## config.mk

```make
export PLATFORM = sky130hd
export DESIGN_NAME = tm_timer
export DESIGN_NICKNAME = d
export VERILOG_FILES = /design/src/rtl/tm_timer.sv
export SDC_FILE = /design/constraint.sdc
export NUM_CORES = 1
export LEC_CHECK = 0
export BUFFER_PORTS_ARGS = -buffer_cell sky130_fd_sc_hd__buf_2
export CAP_MARGIN = 5
export CORE_AREA = 3 3 40 42
export CTS_BUF_LIST = sky130_fd_sc_hd__clkbuf_2
export DETAILED_ROUTE_END_ITERATION = 7
export DIE_AREA = 0 0 43 45
export HOLD_SLACK_MARGIN = 0.15
export PLACE_DENSITY_LB_ADDON = 0.3
export SLEW_MARGIN = 10
export SYNTH_ARGS = -nofsm -noshare
export SYNTH_HDL_FRONTEND = slang
export SYNTH_SLANG_ARGS = --single-unit
```

## constraint.sdc

```tcl
create_clock -name clk -period 4.7 [get_ports clk]
set_clock_uncertainty 0.15 [all_clocks]
set_input_delay 0.94 -clock clk [delete_from_list [all_inputs] [get_ports clk]]
set_output_delay 0.94 -clock clk [all_outputs]
set_load 0.01 [all_outputs]
```

## src/rtl/tm_timer.sv

```systemverilog
// One-shot tick timer with a sticky done flag.
// start clears it, force_done sets done at once, and freeze pauses
// counting. The limit is SHORT or LONG, chosen by fast, and is
// re-evaluated on every tick, so a limit change keeps the count.
module tm_timer #(
    parameter int SHORT = 2,
    parameter int LONG  = 512
) (
    input  logic clk,
    input  logic rst_n,
    input  logic tick,
    input  logic fast,
    input  logic start,
    input  logic force_done,
    input  logic freeze,
    output logic done
);
    localparam int W = $clog2(LONG + 1);
    localparam logic [W-1:0] LIM_S = W'(SHORT);
    localparam logic [W-1:0] LIM_L = W'(LONG);

    logic [W-1:0] cnt_q;
    logic [W-1:0] limit;
    logic         done_q;

    assign limit = fast ? LIM_S : LIM_L;

    // Count ticks until the active limit is reached, then latch done.
    always_ff @(posedge clk) begin
        if (!rst_n || start) begin
            cnt_q  <= '0;
            done_q <= 1'b0;
        end else if (force_done) begin
            done_q <= 1'b1;
        end else if (tick && !freeze && !done_q) begin
            if (cnt_q + 1'b1 >= limit) done_q <= 1'b1;
            else                       cnt_q  <= cnt_q + 1'b1;
        end
    end

    assign done = done_q;

    // done is held until a restart.
    p_done_sticky_r7: assert property (@(posedge clk) disable iff (!rst_n)
        done_q && !start |=> done_q);
    // done rises only on a tick or a forced bypass.
    p_done_on_tick_r6: assert property (@(posedge clk) disable iff (!rst_n)
        $rose(done_q) |-> $past(tick) || $past(force_done));
    // the count never reaches the long limit.
    p_cnt_bound_r5: assert property (@(posedge clk) disable iff (!rst_n)
        cnt_q < LIM_L);
endmodule

```

==> results.toml <==
[grt]
grt.overflow.total = 0
grt_pass1_wl_um = 2891
first_global_vias = 631
track_usage_pct = 20.07
antenna_found_initial = 0
grt_start_max_net_pins = 19

[critical_path]
worstSetupStartpointType = "flip-flop"
crit_arrival_ps = 3130
max_stage_delay_ps = 570
worstPathMaxFanout = 18
crit_start = "cnt_q[3]"
crit_required_ps = 4730
cp_slowest_cell = "or4b_1"
crit_type = "flip-flop to flip-flop"
end_kind = "flip-flop"
r2r-start = "cnt_q[3]"
path_cells = "and4_4 -> nand4_2 -> inv_1 -> nand3_1 -> xnor2_1 -> ha_1 -> o41ai_1 -> o21ai_2 -> or4b_1 -> a21oi_1"

[floorplanning]
die_y_um = 45
core_mm2 = 0.001285
top_level_ports = 8
num_rows = 13
dieWidth_um = 43
die_area_mm2 = 0.001935
start_util_pct = 59.20

[clock_network]
cts_hold_buffers = 0
cts_max_path_buffers = 2
cts_tree = "done"
cts-buffers-inserted = 3
ctsResizeCount = 0
cts.sinks = 11
cts_setup_buffers = 0
path_clk_slew_ps = 100
cts_root_buffer = "clkbuf_2"
htreeDepth = 1
clkLatencyLatePin_ps = 250

[logic_synthesis]
syn-num-nets = 100
synthCells = 90
ys_async_sr_fraction_pct = 0
yosys-top-cells-area = "dfxtp_1, a21oi_1, o31ai_1, or4_1, ha_1"
synth.avg_cell_area_um2 = 8.453
synth_top_area_share_pct = 28.95
ys_ff_latch = 11
synth.cell_area_um2 = 760.7
ys_seq_area_share_pct = 28.95
ys_warn_count = 0
ys_types = 33
synth_top_area_cell = "dfxtp_1"
synth-edff-count = 0
ys.flop_type = "dfxtp_1"

[route]
detail-route-antenna-nets = 0
drtPass1Iterations = 6
wl_per_cell_um = 16.14
viasPerCell = 6.775
routed_wl_um = 1792
drt_iter0_markers = 14
dr_total_vias = 752
drc = 0

[sta]
finalHoldViolCount = 0
drv_slew = 0
fin_crit_ps = 3100
setup_tns_ps = 0
rsz0062_at_grt = "no"
fmax_mhz = 322.5
worstMarginPinSlew_ps = 596.5
slew_headroom_pct = 60.23
finalSetupViolations = 0
fin_ws_ps = 1600
holdWs_ps = 357.8
period_share_pct = 65.97

[layout]
nets = 107
diodes = 0
drive_above_1_share_pct = 16.67
syn_to_final_growth_pct = 4.934
final_cells = 111
design_area_um2 = 798.3
n_fill_cell = 119

[pwr]
powerDensity_mw_per_mm2 = 202.5
ir_drop_v = 0.0001191
p_leak_nw = 0.2945

[status]
status = "completed"

[place]
place_area_um2 = 778.2
gp_congestion = 0.8215
placed_cells = 107
port-buffer-count = 7
dpl.hpwl_um = 1317
post-place-ws_ps = 1654

[min_path]
min_path_type = "flip-flop to flip-flop"
hp-start = "cnt_q[9]"

[job]
cap_viol_max_count = 0
## final timing paths
check,slack (ps),cells after the start,end
worst min register to register,360,2,cnt_q[9]
worst max register to register,1600,10,cnt_q[5]
worst min-delay path,360,2,cnt_q[9]
worst max-delay path,1600,10,cnt_q[5]
## synthesized netlist by cell type, types with 2 or more instances
cell      number
xnor2_1        2
dfxtp_1       11
o41ai_1        2
or4_1          7
ha_1           3
a21oi_1       12
buf_6          2
xor2_1         2
buf_2          2
nand2_1        5
o31a_1         2
o31ai_1        7
nand2b_1       2
inv_1          3
nand3_1        6
nand4_1        2
nor2_1         3
nor4_1         2
## cell usage in the layout (no fill, tap or decap), types with 2 or more instances in the layout
master | netlist | layout
xor2_1 | 2 | 2
o31ai_1 | 7 | 7
clkbuf_2 | 0 | 4
ha_1 | 3 | 3
nand2b_1 | 2 | 2
buf_2 | 2 | 7
or4_1 | 7 | 7
nand3_1 | 6 | 6
nor2_1 | 3 | 3
inv_1 | 3 | 3
a21oi_1 | 12 | 12
o31a_1 | 2 | 2
nand2_1 | 5 | 5
o41ai_1 | 2 | 2
nor4_1 | 2 | 2
xnor2_1 | 2 | 2
nand4_1 | 2 | 2
dfxtp_1 | 11 | 11
## metal layers
layer | track usage, % | vias to the layer above | wire [µm]
li1 | - | 368 | -
met1 | 28.05 | 358 | 826
met2 | 29.94 | 20 | 859
met3 | 3.984 | 6 | 75
met4 | 9.036 | 0 | 30
met5 | 0 | - | 0
## flip-flops by register name, summed over array words and instances (netlist names)
register,count
cnt_q,10
done,1
## power breakdown
group	switching [W]	internal (W)
logic	0.00000937	0.00000511
clock network	0.0000299	0.0000226
registers	0.000000870	0.0000938
total	0.0000402	0.000121
## cell families after synthesis
family                     synth area share [%]
DFF                                       28.95
AOI/OAI and AO/OA                         29.44
and+or+nand+nor                           25.82
buffers and inverters                     6.249
adders and majority gates                 4.935
xor gates and xnor gates                  4.606
## metrics by stage
step / utilization (%) / total power [W]
after CTS: 62.12 / 0.0001629
after global routing: 62.12 / 0.0001701
after global placement: 60.56 / 0.0001105
after detailed placement: 60.56 / 0.0001111
after floorplan: - / 0.0001067
final: 62.12 / 0.0001616
## critical path: cells and delay by family (launching register included)
| family | cells | cell delay, ps |
|---|---|---|
| buffers and inverters | 1 | 90 |
| AO/OA/AOI/OAI | 3 | 580 |
| XOR/XNOR | 1 | 240 |
| AND/OR/NAND/NOR | 4 | 1170 |
| flip-flops | 1 | 480 |
| adder cells (fa/ha/maj) | 1 | 310 |
## area by class of cell
class | count | area, µm² | share of cell area [%]
timing repair buffer | 7 | 35.03 | 4.389
tap | 15 | 18.77 | 2.351
inverter | 3 | 11.26 | 1.411
clock buffer | 4 | 20.02 | 2.508
multi-input combinational | 71 | 493.0 | 61.76
sequential | 11 | 220.2 | 27.59
(Power assumes the default switching activity.)
